## src/rtl/home_dir_pkg.sv

```systemverilog
package home_dir_pkg;

   typedef enum logic [1:0] {
      DIR_UNC = 2'd0,
      DIR_SHR = 2'd1,
      DIR_EXC = 2'd2
   } dir_state_e;

   localparam logic [1:0] REQ_RD = 2'd0;
   localparam logic [1:0] REQ_WR = 2'd1;
   localparam logic [1:0] REQ_WB = 2'd2;

   localparam logic [2:0] MSG_NONE      = 3'd0;
   localparam logic [2:0] MSG_INV       = 3'd1;
   localparam logic [2:0] MSG_FETCH     = 3'd2;
   localparam logic [2:0] MSG_FETCH_INV = 3'd3;
   localparam logic [2:0] MSG_DATA      = 3'd4;
   localparam logic [2:0] MSG_ACK       = 3'd5;

   typedef enum logic [2:0] {
      FSM_IDLE   = 3'd0,
      FSM_DECIDE = 3'd1,
      FSM_INVAL  = 3'd2,
      FSM_WAIT   = 3'd3,
      FSM_REPLY  = 3'd4
   } fsm_e;

endpackage

```

## src/rtl/home_dir_pick.sv

```systemverilog
module home_dir_pick #(
   parameter int N = 4,
   parameter int W = 2
) (
   input  logic [N-1:0] vec,
   output logic         any,
   output logic [W-1:0] idx
);
   always_comb begin
      any = |vec;
      idx = '0;
      for (int i = N - 1; i >= 0; i--) begin
         if (vec[i]) idx = W'(i);
      end
   end
endmodule

```

## src/rtl/home_dir_store.sv

```systemverilog
module home_dir_store
   import home_dir_pkg::*;
#(
   parameter int N_PROC = 4,
   parameter int N_BLKS = 4,
   parameter int DATA_W = 8,
   parameter int BLK_W  = 2
) (
   input  logic              clk,
   input  logic              rst_n,
   input  logic [BLK_W-1:0]  rd_blk,
   output dir_state_e        rd_state,
   output logic [N_PROC-1:0] rd_sharers,
   output logic [DATA_W-1:0] rd_data,
   input  logic              ent_we,
   input  dir_state_e        ent_state,
   input  logic [N_PROC-1:0] ent_sharers,
   input  logic              mem_we,
   input  logic [DATA_W-1:0] mem_wdata
);
   dir_state_e        st_q  [N_BLKS];
   logic [N_PROC-1:0] sh_q  [N_BLKS];
   logic [DATA_W-1:0] mem_q [N_BLKS];

   for (genvar b = 0; b < N_BLKS; b++) begin : g_blk
      logic hit;
      assign hit = (rd_blk == BLK_W'(b));
      always_ff @(posedge clk or negedge rst_n) begin
         if (!rst_n) begin
            st_q[b]  <= DIR_UNC;
            sh_q[b]  <= '0;
            mem_q[b] <= '0;
         end else begin
            if (ent_we && hit) begin
               st_q[b] <= ent_state;
               sh_q[b] <= ent_sharers;
            end
            if (mem_we && hit) mem_q[b] <= mem_wdata;
         end
      end
   end

   assign rd_state   = st_q[rd_blk];
   assign rd_sharers = sh_q[rd_blk];
   assign rd_data    = mem_q[rd_blk];
endmodule

```

## src/rtl/home_dir_fsm.sv

```systemverilog
module home_dir_fsm
   import home_dir_pkg::*;
#(
   parameter int N_PROC = 4,
   parameter int DATA_W = 8,
   parameter int PID_W  = 2,
   parameter int BLK_W  = 2
) (
   input  logic              clk,
   input  logic              rst_n,
   input  logic              req_valid,
   output logic              req_ready,
   input  logic [1:0]        req_kind,
   input  logic [PID_W-1:0]  req_pid,
   input  logic [BLK_W-1:0]  req_blk,
   input  logic [DATA_W-1:0] req_data,
   input  logic              wb_valid,
   input  logic [DATA_W-1:0] wb_data,
   output logic [BLK_W-1:0]  cur_blk,
   input  dir_state_e        rd_state,
   input  logic [N_PROC-1:0] rd_sharers,
   input  logic [DATA_W-1:0] rd_data,
   input  logic [PID_W-1:0]  owner_idx,
   output logic [N_PROC-1:0] pend_vec,
   input  logic              inv_any,
   input  logic [PID_W-1:0]  inv_idx,
   output logic              ent_we,
   output dir_state_e        ent_state,
   output logic [N_PROC-1:0] ent_sharers,
   output logic              mem_we,
   output logic [DATA_W-1:0] mem_wdata,
   output logic              msg_valid,
   output logic [2:0]        msg_kind,
   output logic [PID_W-1:0]  msg_dest,
   output logic [DATA_W-1:0] msg_data
);
   fsm_e              state_q, state_d;
   logic [1:0]        kind_q;
   logic [PID_W-1:0]  pid_q;
   logic [BLK_W-1:0]  blk_q;
   logic [DATA_W-1:0] data_q;
   logic [N_PROC-1:0] pend_q, pend_d;
   logic [N_PROC-1:0] req_bit;

   assign req_bit  = N_PROC'(1) << pid_q;
   assign cur_blk  = blk_q;
   assign pend_vec = pend_q;

   always_ff @(posedge clk or negedge rst_n) begin
      if (!rst_n) begin
         state_q <= FSM_IDLE;
         kind_q  <= REQ_RD;
         pid_q   <= '0;
         blk_q   <= '0;
         data_q  <= '0;
         pend_q  <= '0;
      end else begin
         state_q <= state_d;
         pend_q  <= pend_d;
         if (state_q == FSM_IDLE && req_valid) begin
            kind_q <= req_kind;
            pid_q  <= req_pid;
            blk_q  <= req_blk;
            data_q <= req_data;
         end
      end
   end

   always_comb begin
      state_d     = state_q;
      pend_d      = pend_q;
      req_ready   = 1'b0;
      ent_we      = 1'b0;
      ent_state   = rd_state;
      ent_sharers = rd_sharers;
      mem_we      = 1'b0;
      mem_wdata   = wb_data;
      msg_valid   = 1'b0;
      msg_kind    = MSG_NONE;
      msg_dest    = pid_q;
      msg_data    = '0;
      case (state_q)
         FSM_IDLE: begin
            req_ready = 1'b1;
            if (req_valid) state_d = FSM_DECIDE;
         end
         FSM_DECIDE: begin
            case (kind_q)
               REQ_RD: begin
                  case (rd_state)
                     DIR_SHR: begin
                        msg_valid   = 1'b1;
                        msg_kind    = MSG_DATA;
                        msg_data    = rd_data;
                        ent_we      = 1'b1;
                        ent_sharers = rd_sharers | req_bit;
                        state_d     = FSM_IDLE;
                     end
                     DIR_EXC: begin
                        msg_valid = 1'b1;
                        msg_kind  = MSG_FETCH;
                        msg_dest  = owner_idx;
                        state_d   = FSM_WAIT;
                     end
                     default: begin
                        msg_valid   = 1'b1;
                        msg_kind    = MSG_DATA;
                        msg_data    = rd_data;
                        ent_we      = 1'b1;
                        ent_state   = DIR_SHR;
                        ent_sharers = req_bit;
                        state_d     = FSM_IDLE;
                     end
                  endcase
               end
               REQ_WR: begin
                  case (rd_state)
                     DIR_SHR: begin
                        pend_d  = rd_sharers & ~req_bit;
                        state_d = FSM_INVAL;
                     end
                     DIR_EXC: begin
                        msg_valid = 1'b1;
                        msg_kind  = MSG_FETCH_INV;
                        msg_dest  = owner_idx;
                        state_d   = FSM_WAIT;
                     end
                     default: begin
                        msg_valid   = 1'b1;
                        msg_kind    = MSG_DATA;
                        msg_data    = rd_data;
                        ent_we      = 1'b1;
                        ent_state   = DIR_EXC;
                        ent_sharers = req_bit;
                        state_d     = FSM_IDLE;
                     end
                  endcase
               end
               REQ_WB: begin
                  msg_valid = 1'b1;
                  msg_kind  = MSG_ACK;
                  if (rd_state == DIR_EXC && rd_sharers == req_bit) begin
                     ent_we      = 1'b1;
                     ent_state   = DIR_UNC;
                     ent_sharers = '0;
                     mem_we      = 1'b1;
                     mem_wdata   = data_q;
                  end
                  state_d = FSM_IDLE;
               end
               default: begin
                  msg_valid = 1'b1;
                  msg_kind  = MSG_ACK;
                  state_d   = FSM_IDLE;
               end
            endcase
         end
         FSM_INVAL: begin
            msg_valid = 1'b1;
            if (inv_any) begin
               msg_kind = MSG_INV;
               msg_dest = inv_idx;
               pend_d   = pend_q & ~(N_PROC'(1) << inv_idx);
            end else begin
               msg_kind    = MSG_DATA;
               msg_data    = rd_data;
               ent_we      = 1'b1;
               ent_state   = DIR_EXC;
               ent_sharers = req_bit;
               state_d     = FSM_IDLE;
            end
         end
         FSM_WAIT: begin
            if (wb_valid) begin
               mem_we  = 1'b1;
               state_d = FSM_REPLY;
            end
         end
         FSM_REPLY: begin
            msg_valid = 1'b1;
            msg_kind  = MSG_DATA;
            msg_data  = rd_data;
            ent_we    = 1'b1;
            if (kind_q == REQ_RD) begin
               ent_state   = DIR_SHR;
               ent_sharers = rd_sharers | req_bit;
            end else begin
               ent_state   = DIR_EXC;
               ent_sharers = req_bit;
            end
            state_d = FSM_IDLE;
         end
         default: state_d = FSM_IDLE;
      endcase
   end
endmodule

```

## src/rtl/home_dir.sv

```systemverilog
module home_dir
   import home_dir_pkg::*;
#(
   parameter int N_PROC = 4,
   parameter int N_BLKS = 4,
   parameter int DATA_W = 8,
   localparam int PID_W = $clog2(N_PROC),
   localparam int BLK_W = $clog2(N_BLKS)
) (
   input  logic              clk,
   input  logic              rst_n,
   input  logic              req_valid,
   output logic              req_ready,
   input  logic [1:0]        req_kind,
   input  logic [PID_W-1:0]  req_pid,
   input  logic [BLK_W-1:0]  req_blk,
   input  logic [DATA_W-1:0] req_data,
   input  logic              wb_valid,
   input  logic [DATA_W-1:0] wb_data,
   output logic              msg_valid,
   output logic [2:0]        msg_kind,
   output logic [PID_W-1:0]  msg_dest,
   output logic [DATA_W-1:0] msg_data
);
   if (N_PROC < 2 || (1 << PID_W) != N_PROC) begin : g_bad_proc
      $error("home_dir: N_PROC must be a power of two and at least 2");
   end
   if (N_BLKS < 2 || (1 << BLK_W) != N_BLKS) begin : g_bad_blks
      $error("home_dir: N_BLKS must be a power of two and at least 2");
   end
   if (DATA_W < 1) begin : g_bad_data
      $error("home_dir: DATA_W must be positive");
   end

   logic [BLK_W-1:0]  cur_blk;
   dir_state_e        rd_state;
   logic [N_PROC-1:0] rd_sharers;
   logic [DATA_W-1:0] rd_data;
   logic              ent_we;
   dir_state_e        ent_state;
   logic [N_PROC-1:0] ent_sharers;
   logic              mem_we;
   logic [DATA_W-1:0] mem_wdata;
   logic [N_PROC-1:0] pend_vec;
   logic              inv_any;
   logic [PID_W-1:0]  inv_idx;
   logic              own_any;
   logic [PID_W-1:0]  owner_idx;

   home_dir_store #(
      .N_PROC(N_PROC), .N_BLKS(N_BLKS), .DATA_W(DATA_W), .BLK_W(BLK_W)
   ) u_store (
      .clk(clk), .rst_n(rst_n), .rd_blk(cur_blk),
      .rd_state(rd_state), .rd_sharers(rd_sharers), .rd_data(rd_data),
      .ent_we(ent_we), .ent_state(ent_state), .ent_sharers(ent_sharers),
      .mem_we(mem_we), .mem_wdata(mem_wdata)
   );

   home_dir_pick #(.N(N_PROC), .W(PID_W)) u_owner (
      .vec(rd_sharers), .any(own_any), .idx(owner_idx)
   );

   home_dir_pick #(.N(N_PROC), .W(PID_W)) u_inval (
      .vec(pend_vec), .any(inv_any), .idx(inv_idx)
   );

   home_dir_fsm #(
      .N_PROC(N_PROC), .DATA_W(DATA_W), .PID_W(PID_W), .BLK_W(BLK_W)
   ) u_fsm (
      .clk(clk), .rst_n(rst_n),
      .req_valid(req_valid), .req_ready(req_ready), .req_kind(req_kind),
      .req_pid(req_pid), .req_blk(req_blk), .req_data(req_data),
      .wb_valid(wb_valid), .wb_data(wb_data),
      .cur_blk(cur_blk), .rd_state(rd_state), .rd_sharers(rd_sharers),
      .rd_data(rd_data), .owner_idx(owner_idx),
      .pend_vec(pend_vec), .inv_any(inv_any), .inv_idx(inv_idx),
      .ent_we(ent_we), .ent_state(ent_state), .ent_sharers(ent_sharers),
      .mem_we(mem_we), .mem_wdata(mem_wdata),
      .msg_valid(msg_valid), .msg_kind(msg_kind), .msg_dest(msg_dest),
      .msg_data(msg_data)
   );

   logic unused_own;
   assign unused_own = own_any;
endmodule

```

## config.mk

```make
export PLATFORM = sky130hd
export DESIGN_NAME = home_dir
export DESIGN_NICKNAME = d
export VERILOG_FILES = /design/src/rtl/home_dir_pkg.sv /design/src/rtl/home_dir_pick.sv /design/src/rtl/home_dir_store.sv /design/src/rtl/home_dir_fsm.sv /design/src/rtl/home_dir.sv
export SDC_FILE = /design/constraint.sdc
export NUM_CORES = 1
export LEC_CHECK = 0
export BUFFER_PORTS_ARGS = -buffer_cell sky130_fd_sc_hd__buf_4
export CORE_ASPECT_RATIO = 1.75
export CORE_UTILIZATION = 50
export CTS_CLUSTER_SIZE = 8
export DETAILED_ROUTE_END_ITERATION = 8
export HOLD_SLACK_MARGIN = 0.06
export PLACE_DENSITY_LB_ADDON = 0.3
export SLEW_MARGIN = 20
export SYNTH_ARGS = -nofsm -noshare
export SYNTH_HDL_FRONTEND = slang
export SYNTH_SLANG_ARGS = --single-unit
```

## constraint.sdc

```tcl
create_clock -name clk -period 6.55 [get_ports clk]
set_input_delay 1.31 -clock clk [delete_from_list [all_inputs] [get_ports clk]]
set_output_delay 1.31 -clock clk [all_outputs]
set_load 0.1 [all_outputs]
```

==> summary.md, run 1 <==
| Metric | Value |
|---|---|
| Core Box Area | `0.00796 mm2` |
| Final hold violation count | `0` |
| Antenna diode count | `0` |
| PnR worst setup slack | `1720 ps` |
| Clock root buffer | `clkbuf_16` |
| Drt total wl | `9.09 mm` |
| Register area | `0.00193 mm2` |
| Fin area | `0.00473 mm2` |
| Post-CTS sizing | `0` |
| Initial Utilization | `0.520` |
| Max Slew Vio Count | `0` |
| Gpl congestion | `0.887` |
| H-tree Lvls | `3` |
| Number of buffers added on ports | `40` |
| Post-CTS Setup Inserts | `0` |
| LEAKAGE | `2.19 nW` |
| Critical path class | `reg2out` |
| CTS Buf Count | `9` |
| CTS Hold Bufs | `0` |
| Setup WS pre-CTS | `2080 ps` |
| Critical path startpoint category | `register` |
| Area Growth Syn to Fin | `14.2%` |
| Die Area | `0.00866 mm2` |
| Synth Net Count | `422` |
| Met1 WL | `3.34 mm` |
| Setup crit end kind | `primary output` |
| I/O Pins | `41` |
| Async set-reset flop share out of synthesis | `1.00` |
| Antenna violations before repair | `0` |
| Ys Warns | `0` |
| Share of cells above drive strength 1 | `0.266` |
| Failing checks | `design-rule violations` |
| Top_reg_cell synth | `dfrtp_1` |
| Iter 0 DRT Violations | `246` |
| Cells after Synth | `384` |
| Vias in the first global route | `3229` |
| Routed WL per cell | `17.9 um` |
| Drt drc | `2` |
| Largest net degree at the start of global routing | `78` |
| Die Y | `122 um` |
| Global-route wire length before repair | `15.4 mm` |
| Final std cells w/o fill | `508` |
| Fin crit period | `4830 ps` |
| Tot GR Track Use | `0.238` |
| Rows | `43` |
| Power Density | `552 mW/mm2` |
| Overall power | `2.61 mW` |
| Die span in x | `70.8 um` |
| Netlist cell types | `41` |
| Met2 wire length | `5.24 mm` |
| DP HPWL | `6.70 mm` |
| Status | `finished with violations` |
| Dpl cells | `494` |
| Layout fillers | `641` |
| #FFs+latches synth | `77` |
| Setup_tns | `0 ps` |
| Via count | `2955` |
| Arrival time at the worst endpoint | `3520 ps` |
| Final worst-path cycle share | `0.737` |
| Post-Syn Area | `0.00414 mm2` |
| # setup viols final | `0` |
| Critical Path RT | `5240 ps` |
| Sink count of the clock tree | `77` |
| Clk buf depth | `2` |
| Path type of the worst min-delay path | `reg2reg` |
| Grt total ovfl | `0` |
| Fmax | `207 MHz` |
| Multi-input logic area | `0.00205 mm2` |
| Worst-margin pin slew | `963 ps` |
| Final Net Count | `453` |
| Worst skew pair latency | `330 ps` |
| Top routing layer in use | `met4` |
| Maximum VDD drop | `0.417 mV` |
| CTS tree | `done` |
| Largest fanout on the critical path | `20` |
| RSZ-0062 raised after global routing | `false` |
| Max_cap viols | `0` |
| Sequential share of the synthesized area | `0.465` |
| DP Area | `0.00445 mm2` |
| Hold Slack | `502 ps` |
| Slew headroom | `0.358` |
| CTS clk-pin slew, worst paths | `50 ps` |
| Setup Skew | `5.50 ps` |
| Post-layout util | `0.594` |
| Routed met3 length | `296 um` |
| ANT nets after route | `0` |
| Via density | `5.82` |
| Number of synthesized flops with an enable pin | `0` |
| Total iterations of the first detailed-routing run | `8` |
| Mean Syn Cell Area | `10.8 um2` |
[path summary, 6_finish.rpt]
kind                                   from                 to  slack, ps  depth (start not counted)
min in group asynchronous             rst_n   u_fsm.state_q[0]       1100                          1
setup reg to reg           u_fsm.cur_blk[1]  u_store.mem_q[28]       2590                          8
max in group asynchronous             rst_n   u_store.mem_q[5]       4790                          1
hold / removal              u_fsm.data_q[2]    u_fsm.data_q[2]        500                          1
hold reg to reg             u_fsm.data_q[2]    u_fsm.data_q[2]        500                          1
setup / recovery           u_fsm.cur_blk[1]        msg_data[7]       1720                          8
[metal layers]
layer | up-vias | global-route usage
met4 | 0 | 0.125
met5 | - | 0
met1 | 1434 | 0.253
met2 | 70 | 0.439
met3 | 22 | 0.0493
li1 | 1429 | -
[area by class of cell]
| type | instances | share of cell area |
|---|---|---|
| Multi-Input combinational cell | 273 | 0.434 |
| Timing Repair Buffer | 41 | 0.0651 |
| Clock buffer | 12 | 0.0521 |
| Inverter | 13 | 0.0103 |
| Tap cell | 90 | 0.0238 |
| Sequential cell | 77 | 0.408 |
| Clock inverter | 2 | 0.00741 |
[critical path, stage by stage (launching register included)]
cell	delay (ps)
dfrtp_1	900
mux4_2	450
inv_1	100
ha_1	340
inv_1	130
a21oi_1	110
a211oi_2	750
nor2b_1	120
buf_4	270
[placed cells by master, fill, tap and decap left out, drive strengths merged, types with 13 or more instances in the layout]
cell   count
a21oi     47
mux4      14
mux2i     13
buf       41
dfrtp     77
nor2      52
nand2     20
inv       13
mux2      35
o21ai     19
[cells in the mapped netlist, drive strengths merged (4+ instances only)]
master | number | share of area
nor2 | 52 | 0.047
mux2 | 35 | 0.095
a31oi | 4 | 0.0060
nand2b | 6 | 0.0091
nor2b | 12 | 0.018
nand2 | 20 | 0.018
nor3 | 8 | 0.0097
o21ai | 19 | 0.023
inv | 13 | 0.012
a21oi | 47 | 0.066
mux4 | 14 | 0.076
ha | 12 | 0.036
mux2i | 13 | 0.031
buf | 11 | 0.020
clkbuf | 10 | 0.0091
dfrtp | 77 | 0.47
[sequential cells by signal, indices dropped and copies added (netlist names)]
name and count:
u_store.mem_q 32, u_fsm.pid_q 2, u_store.sh_q 16, u_fsm.kind_q 2, u_fsm.pend_vec 4, u_store.st_q 8, u_fsm.data_q 8, u_fsm.cur_blk 2
u_fsm.state_q 3
[power breakdown]
part	switching (mW)	total [mW]	internal (mW)
clock network	0.181	0.482	0.301
registers	0.163	0.824	0.661
logic	0.830	1.31	0.476
[cells by family after synthesis]
| group | count (synthesis) | share of synthesized area |
|---|---|---|
| muxes | 62 | 0.203 |
| and+or+nand+nor | 113 | 0.127 |
| AOI/OAI and AO/OA | 86 | 0.128 |
| DFF | 77 | 0.465 |
| buffers and inverters | 34 | 0.0405 |
| adders and majority gates | 12 | 0.0363 |
Note: power is estimated with default switching activity, not from simulation.
==> inputs of run 2 (changes only) <==
- clock period: 6.55 -> 4.9 ns (I/O delays scaled with it)
==> run 2 against run 1 <==
Effect of this change:
- clock-buffer cell count shrank 2
- setup slack lost 1200 ps
- critical endpoint is now msg_data[5]
- hold slack gained 2.9 ps
- the run now ends clean
- non-clock buffer count grew 1
- largest power group unchanged
==> summary.md, run 2 (synthesized netlist as in run 1, its figures left out) <==
| Metric | Value |
|---|---|
| Via count | `3084 (+4.4%)` |
| Max_cap viols | `0 (unchanged)` |
| Fin crit period | `4410 ps` |
| Grt total ovfl | `0 (unchanged)` |
| Antenna diode count | `0 (unchanged)` |
| Die Area | `0.00866 mm2 (unchanged)` |
| Drt total wl | `9.61 mm (+5.7%)` |
| R2R depth | `8 (unchanged)` |
| Met2 Use GR | `0.446 (+0.00721)` |
| Setup crit end kind | `primary output` |
| Layout fillers | `686 (+7.0%)` |
| Critical Path RT | `3920 ps (-1320 ps)` |
| Die span in x | `70.8 um (unchanged)` |
| Drt drc | `0 (-2)` |
| Max Slew Vio Count | `0 (unchanged)` |
| Top delay family on crit path | `flip-flops` |
| Capture point of the worst reg-to-reg path | `u_store.mem_q[25]` |
| DP Area | `0.00445 mm2 (about the same)` |
| Rows | `43 (unchanged)` |
| Worst-margin pin slew | `970 ps (+6.45 ps)` |
| Largest net degree at the start of global routing | `78 (unchanged)` |
| Antenna violations before repair | `0 (unchanged)` |
| Clock root buffer | `clkbuf_16` |
| Global-route wire length before repair | `15.8 mm (+2.5%)` |
| Sum of buffers and inverters on the critical path | `3 (unchanged)` |
| Regs by FF count | `u_store.mem_q x32, u_store.sh_q x16` |
| Die Y | `122 um (unchanged)` |
| Final Net Count | `454 (+0.22%)` |
| Fin area | `0.00476 mm2 (+0.66%)` |
| Tot GR Track Use | `0.246 (+0.00724)` |
| Critical path startpoint category | `register` |
| CTS Hold Bufs | `0 (unchanged)` |
| Final worst-path cycle share | `0.900` |
| Reg2Reg Setup Slack | `970 ps (-1620 ps)` |
| Core Box Area | `0.00796 mm2 (unchanged)` |
| Area Growth Syn to Fin | `15.0%` |
| Critical path's largest stage delay | `800 ps (-100 ps)` |
| CTS clk-pin slew, worst paths | `60 ps (about the same)` |
| Share of cells above drive strength 1 | `0.273 (+0.00761)` |
| CTS Buf Count | `9 (unchanged)` |
| Commonest cells after routing, fill and taps aside | `77 x dfrtp_1, 52 x nor2_1, 42 x buf_4` |
| Initial Utilization | `0.520 (unchanged)` |
| Total iterations of the first detailed-routing run | `6 (-2)` |
| Routed WL per cell | `18.8 um (+5.0%)` |
| Hold Path Depth | `1 (unchanged)` |
| Gpl congestion | `0.853 (-3.8%)` |
| Gr busiest metal | `met2` |
| Final hold violation count | `0 (unchanged)` |
| Post-CTS sizing | `0 (unchanged)` |
| Via density | `6.04 (+3.8%)` |
| Commonest non-fill, non-tap cell in the layout | `dfrtp_1` |
| Top reg by flops | `u_store.mem_q` |
| Met1 Use GR | `0.261 (+0.00767)` |
| Iter 0 DRT Violations | `218 (-11%)` |
| CTS tree | `done` |
| Maximum VDD drop | `0.460 mV (+10%)` |
| I/O Pins | `41 (unchanged)` |
| Worst hold start | `u_store.st_q[3]` |
| Slew headroom | `0.353 (-0.00430)` |
| Crit-path slowest cell | `dfrtp_1` |
| Worst hold path endpoint | `u_store.st_q[3]` |
| Arrival time at the worst endpoint | `3430 ps (-90 ps)` |
| H-tree Lvls | `3 (unchanged)` |
| Setup Skew | `8.08 ps (+2.58 ps)` |
| Post-CTS Setup Inserts | `0 (unchanged)` |
| Number of buffers added on ports | `40 (unchanged)` |
| LEAKAGE | `2.21 nW (+0.50%)` |
| Post-layout util | `0.598 (+0.00393)` |
| Sink count of the clock tree | `77 (unchanged)` |
| Status | `complete, no violations` |
| Fmax | `227 MHz` |
| ANT nets after route | `0 (unchanged)` |
| RSZ-0062 raised after global routing | `false` |
| Vias in the first global route | `3171 (-1.8%)` |
| CP cell instances | `mux4_2, ha_1, inv_1, a21oi_1, a211oi_1, buf_4, nor2b_1, buf_4` |
| Number of flip-flops in the largest register | `32 (unchanged)` |
| DP HPWL | `6.84 mm (+2.1%)` |
| GRT met3 Usage | `0.0419 (-0.00739)` |
| Most used cell along the critical path | `buf_4` |
| Critical path class | `reg2out` |
| # setup viols final | `0 (unchanged)` |
| Power Density | `748 mW/mm2 (+35%)` |
| Largest fanout on the critical path | `14 (-30%)` |
| Critical R2R Launch | `u_fsm.cur_blk[0]` |
| Clk buf depth | `2 (unchanged)` |
| Worst skew pair latency | `340 ps (about the same)` |
| Path type of the worst min-delay path | `reg2reg` |
==> run 2: how the worst max path moves through the flow <==
stage                     startpoint           to  slack, ps  cells past startpoint
finish              u_fsm.cur_blk[0]  msg_data[5]        490                      8
global route        u_fsm.cur_blk[0]  msg_data[5]        280                      8
CTS                 u_fsm.cur_blk[0]  msg_data[4]        500                      8
detailed placement  u_fsm.cur_blk[0]  msg_data[4]        910                      8
global placement    u_fsm.cur_blk[0]  msg_data[4]        910                      8
floorplan           u_fsm.cur_blk[0]  msg_data[0]        -60                     10
==> run 2: through the flow <==
stage | hold slack (ps) | power [mW] | setup TNS, ps | instances | setup WS [ps]
after floorplan | 475 | 2.46 | -455 | 384 | -56.9
after global placement | 483 | 2.83 | 0 | 495 | 906
after detailed placement | 491 | 2.87 | 0 | 495 | 908
after CTS | 505 | 3.57 | 0 | 511 | 500
after global routing | 519 | 3.75 | 0 | 511 | 283
final | 505 | 3.56 | 0 | 511 | 490
==> run 2: metal layers <==
layer  share of wire  up-vias
met5               0        -
met4           0.045        0
met3           0.032       31
met2            0.54       87
met1            0.38     1526
li1                -     1440
==> run 2: power by group <==
group	internal, mW	switching (mW)
sequential	0.883	0.254
combinational	0.645	1.09
clock	0.412	0.276
total	1.94	1.62
==> run 2: cell type report <==
| type | instances | area (um2) | area share |
|---|---|---|---|
| clock buffers | 10 | 239 | 0.0502 |
| clock inverters | 6 | 71.3 | 0.0150 |
| inverters | 13 | 48.8 | 0.0103 |
| multi-input cells | 273 | 2050 | 0.430 |
| flip-flops and latches | 77 | 1930 | 0.405 |
| well taps | 90 | 113 | 0.0237 |
| repair buffers | 42 | 315 | 0.0662 |
==> inputs of run 3 (changes only) <==
- CORE_MARGIN: default -> 5
- PLACE_DENSITY: default -> 0.69
- PLACE_DENSITY_LB_ADDON: 0.3 -> default
==> run 3 against run 2 <==
Effect of this change:
- via count shrank 3.0%
- routed wire length shrank 3.9%
- combinational power is essentially flat
- critical path type unchanged
- highest routed layer unchanged
- sequential share of layout area shrank 0.11 points
- register-to-register slack gained 40 ps
- global-route usage shrank 5.0 points
- sequential cell count is the same
- largest power group unchanged
- non-clock buffer count grew 1
- critical path depth is the same
- design area grew 0.26%
- maximum frequency shrank 1.2%
- hold slack is essentially flat
==> summary.md, run 3 (synthesized netlist as in run 1, its figures left out) <==
| Metric | Value |
|---|---|
| Gpl congestion | `0.853 (about the same)` |
| Number of buffers added on ports | `40 (unchanged)` |
| Critical path's largest stage delay | `820 ps (+20 ps)` |
| Path type of the worst min-delay path | `reg2reg` |
| CTS Hold Bufs | `0 (unchanged)` |
| Number of flip-flops in the largest register | `32 (unchanged)` |
| Drt drc | `0 (unchanged)` |
| Die Area | `0.0103 mm2 (+19%)` |
| ANT nets after route | `0 (unchanged)` |
| Initial Utilization | `0.505 (-0.0152)` |
| # setup viols final | `0 (unchanged)` |
| CTS Buf Count | `9 (unchanged)` |
| Clk buf depth | `2 (unchanged)` |
| H-tree Lvls | `3 (unchanged)` |
| Fmax | `224 MHz (-1.2%)` |
| Grt total ovfl | `0 (unchanged)` |
| Clock root buffer | `clkbuf_16` |
| Total iterations of the first detailed-routing run | `4 (-2)` |
| Die span in x | `78.8 um (+11%)` |
| Largest fanout on the critical path | `13 (-1)` |
| Layout fillers | `694 (+1.2%)` |
| Overall power | `3.54 mW (-0.65%)` |
| Register area | `0.00193 mm2 (unchanged)` |
| Slew headroom | `0.354 (about the same)` |
| Largest net degree at the start of global routing | `78 (unchanged)` |
| Rows | `44 (+2.3%)` |
| CTS tree | `done` |
| Top reg by flops | `u_store.mem_q` |
| Commonest non-fill, non-tap cell in the layout | `dfrtp_1` |
| Iter 0 DRT Violations | `99 (-55%)` |
| Max_cap viols | `0 (unchanged)` |
| Hold Slack | `505 ps (+0.0650 ps)` |
| Commonest cells after routing, fill and taps aside | `77 x dfrtp_1, 52 x nor2_1, 43 x buf_4` |
| Via density | `5.82 (-3.5%)` |
| DP HPWL | `6.90 mm (+0.84%)` |
| Post-CTS Setup Inserts | `0 (unchanged)` |
| PnR worst setup slack | `435 ps (-54.2 ps)` |
| Most used cell along the critical path | `buf_4` |
| Fin crit period | `4460 ps (+54.2 ps)` |
| Crit-path slowest cell | `dfrtp_1` |
| Tot GR Track Use | `0.196 (-0.0498)` |
| Regs by FF count | `u_store.mem_q x32, u_store.sh_q x16` |
| Critical path class | `reg2out` |
| Clock power share | `0.193 (about the same)` |
| Setup_tns | `0 ps (unchanged)` |
| Arrival time at the worst endpoint | `3480 ps (+50 ps)` |
| CTS clk-pin slew, worst paths | `60 ps (about the same)` |
| Post-layout util | `0.582 (-0.0160)` |
| Drt total wl | `9.23 mm (-3.9%)` |
| Antenna diode count | `0 (unchanged)` |
| Sink count of the clock tree | `77 (unchanged)` |
| Share of cells above drive strength 1 | `0.273 (-0.000647)` |
| Final hold violation count | `0 (unchanged)` |
| Post-CTS sizing | `0 (unchanged)` |
| Core Box Area | `0.00820 mm2 (+3.0%)` |
| Vias in the first global route | `3192 (+0.66%)` |
| Worst skew pair latency | `330 ps (about the same)` |
| Global-route wire length before repair | `15.4 mm (-2.9%)` |
| Status | `complete, no violations` |
| Critical path startpoint category | `register` |
| Setup Skew | `3.94 ps (-4.14 ps)` |
| Setup WS pre-CTS | `793 ps (-115 ps)` |
| Sum of buffers and inverters on the critical path | `3 (unchanged)` |
| Via count | `2993 (-3.0%)` |
| P_sw | `1.57 mW (-3.1%)` |
| Final Net Count | `455 (+0.22%)` |
| Sequential share of power | `0.311 (-0.008)` |
| LEAKAGE | `2.22 nW (+0.52%)` |
| Multi-input logic area | `0.00205 mm2 (unchanged)` |
| Switching part of the total | `0.444 (-0.0114)` |
| Antenna violations before repair | `0 (unchanged)` |
| Top delay family on crit path | `flip-flops` |
| Routed WL per cell | `18.0 um (-4.5%)` |
| RSZ-0062 raised after global routing | `false` |
| Internal power component | `1.97 mW (+1.4%)` |
| Die Y | `130 um (+6.5%)` |
| Critical Path RT | `3920 ps (about the same)` |
| Area Growth Syn to Fin | `15.3%` |
| Max Slew Vio Count | `0 (unchanged)` |
| CP cell instances | `mux4_2, ha_1, inv_1, a21oi_1, a211oi_1, buf_4, nor2b_1, buf_4` |
| Worst-margin pin slew | `969 ps (-0.474 ps)` |
| Combinational fraction of design power | `0.496 (+0.008)` |
| Maximum VDD drop | `0.377 mV (-18%)` |
| Power Density | `742 mW/mm2 (-0.91%)` |
| Setup crit end kind | `primary output` |
| I/O Pins | `41 (unchanged)` |
| Final worst-path cycle share | `0.911 (+0.0111)` |
==> run 3: cell count changes in the layout (fill, tap and decap cells not counted), sizes merged <==
cell and change:
clkbuf +3, buf +1, clkinv -1, clkinvlp -1, inv -1
==> run 3: layer usage <==
layer / GRT usage / vias up / wire [um]
li1: - / 1434 / -
met1: 0.206 / 1468 / 3410
met3: 0.0391 / 26 / 315
met4: 0.117 / 0 / 409
met2: 0.357 / 65 / 5100
met5: 0 / - / 0
==> run 3: final timing paths <==
check / start / end / slack, ps / cells past startpoint
min in group asynchronous: rst_n / u_fsm.state_q[0] / 780 / 1
worst min-delay path: u_store.sh_q[7] / u_store.sh_q[7] / 500 / 1
worst min register to register: u_store.sh_q[7] / u_store.sh_q[7] / 500 / 1
max in group asynchronous: rst_n / u_store.mem_q[22] / 3470 / 1
worst max-delay path: u_fsm.cur_blk[0] / msg_data[1] / 440 / 8
worst max register to register: u_fsm.cur_blk[0] / u_store.mem_q[28] / 1010 / 8
==> run 3: cell type report <==
type / count / area share
tap: 92 / 0.0241
sequential: 77 / 0.404
timing repair buffer: 43 / 0.0676
multi-input combinational: 273 / 0.429
clock buffer: 13 / 0.0566
clock inverter: 3 / 0.00891
inverter: 13 / 0.0102
==> run 3: worst reg2reg max path: cells and delay by family (launching register included) <==
family	cells	cell delay (ps)
mux	1	650
compound gates	2	780
fa+ha+maj	1	220
simple gates	3	1260
buf+inv	1	80
flops	1	820
==> run 3: per-stage QoR <==
stage	cell area [um2]	instances
after global placement	4460	498
after CTS	4770	514
after floorplan	4140	384
after global routing	4770	514
final	4770	514
after detailed placement	4460	498
==> run 3: power groups by stage <==
| stage | sequential [mW] | clock, mW | combinational, mW |
|---|---|---|---|
| global placement | 1.10 | 0 | 1.73 |
| floorplan | 0.984 | 0 | 1.47 |
| detailed placement | 1.11 | 0 | 1.76 |
| finish | 1.10 | 0.682 | 1.76 |
| CTS | 1.10 | 0.697 | 1.77 |
| global route | 1.14 | 0.723 | 1.90 |
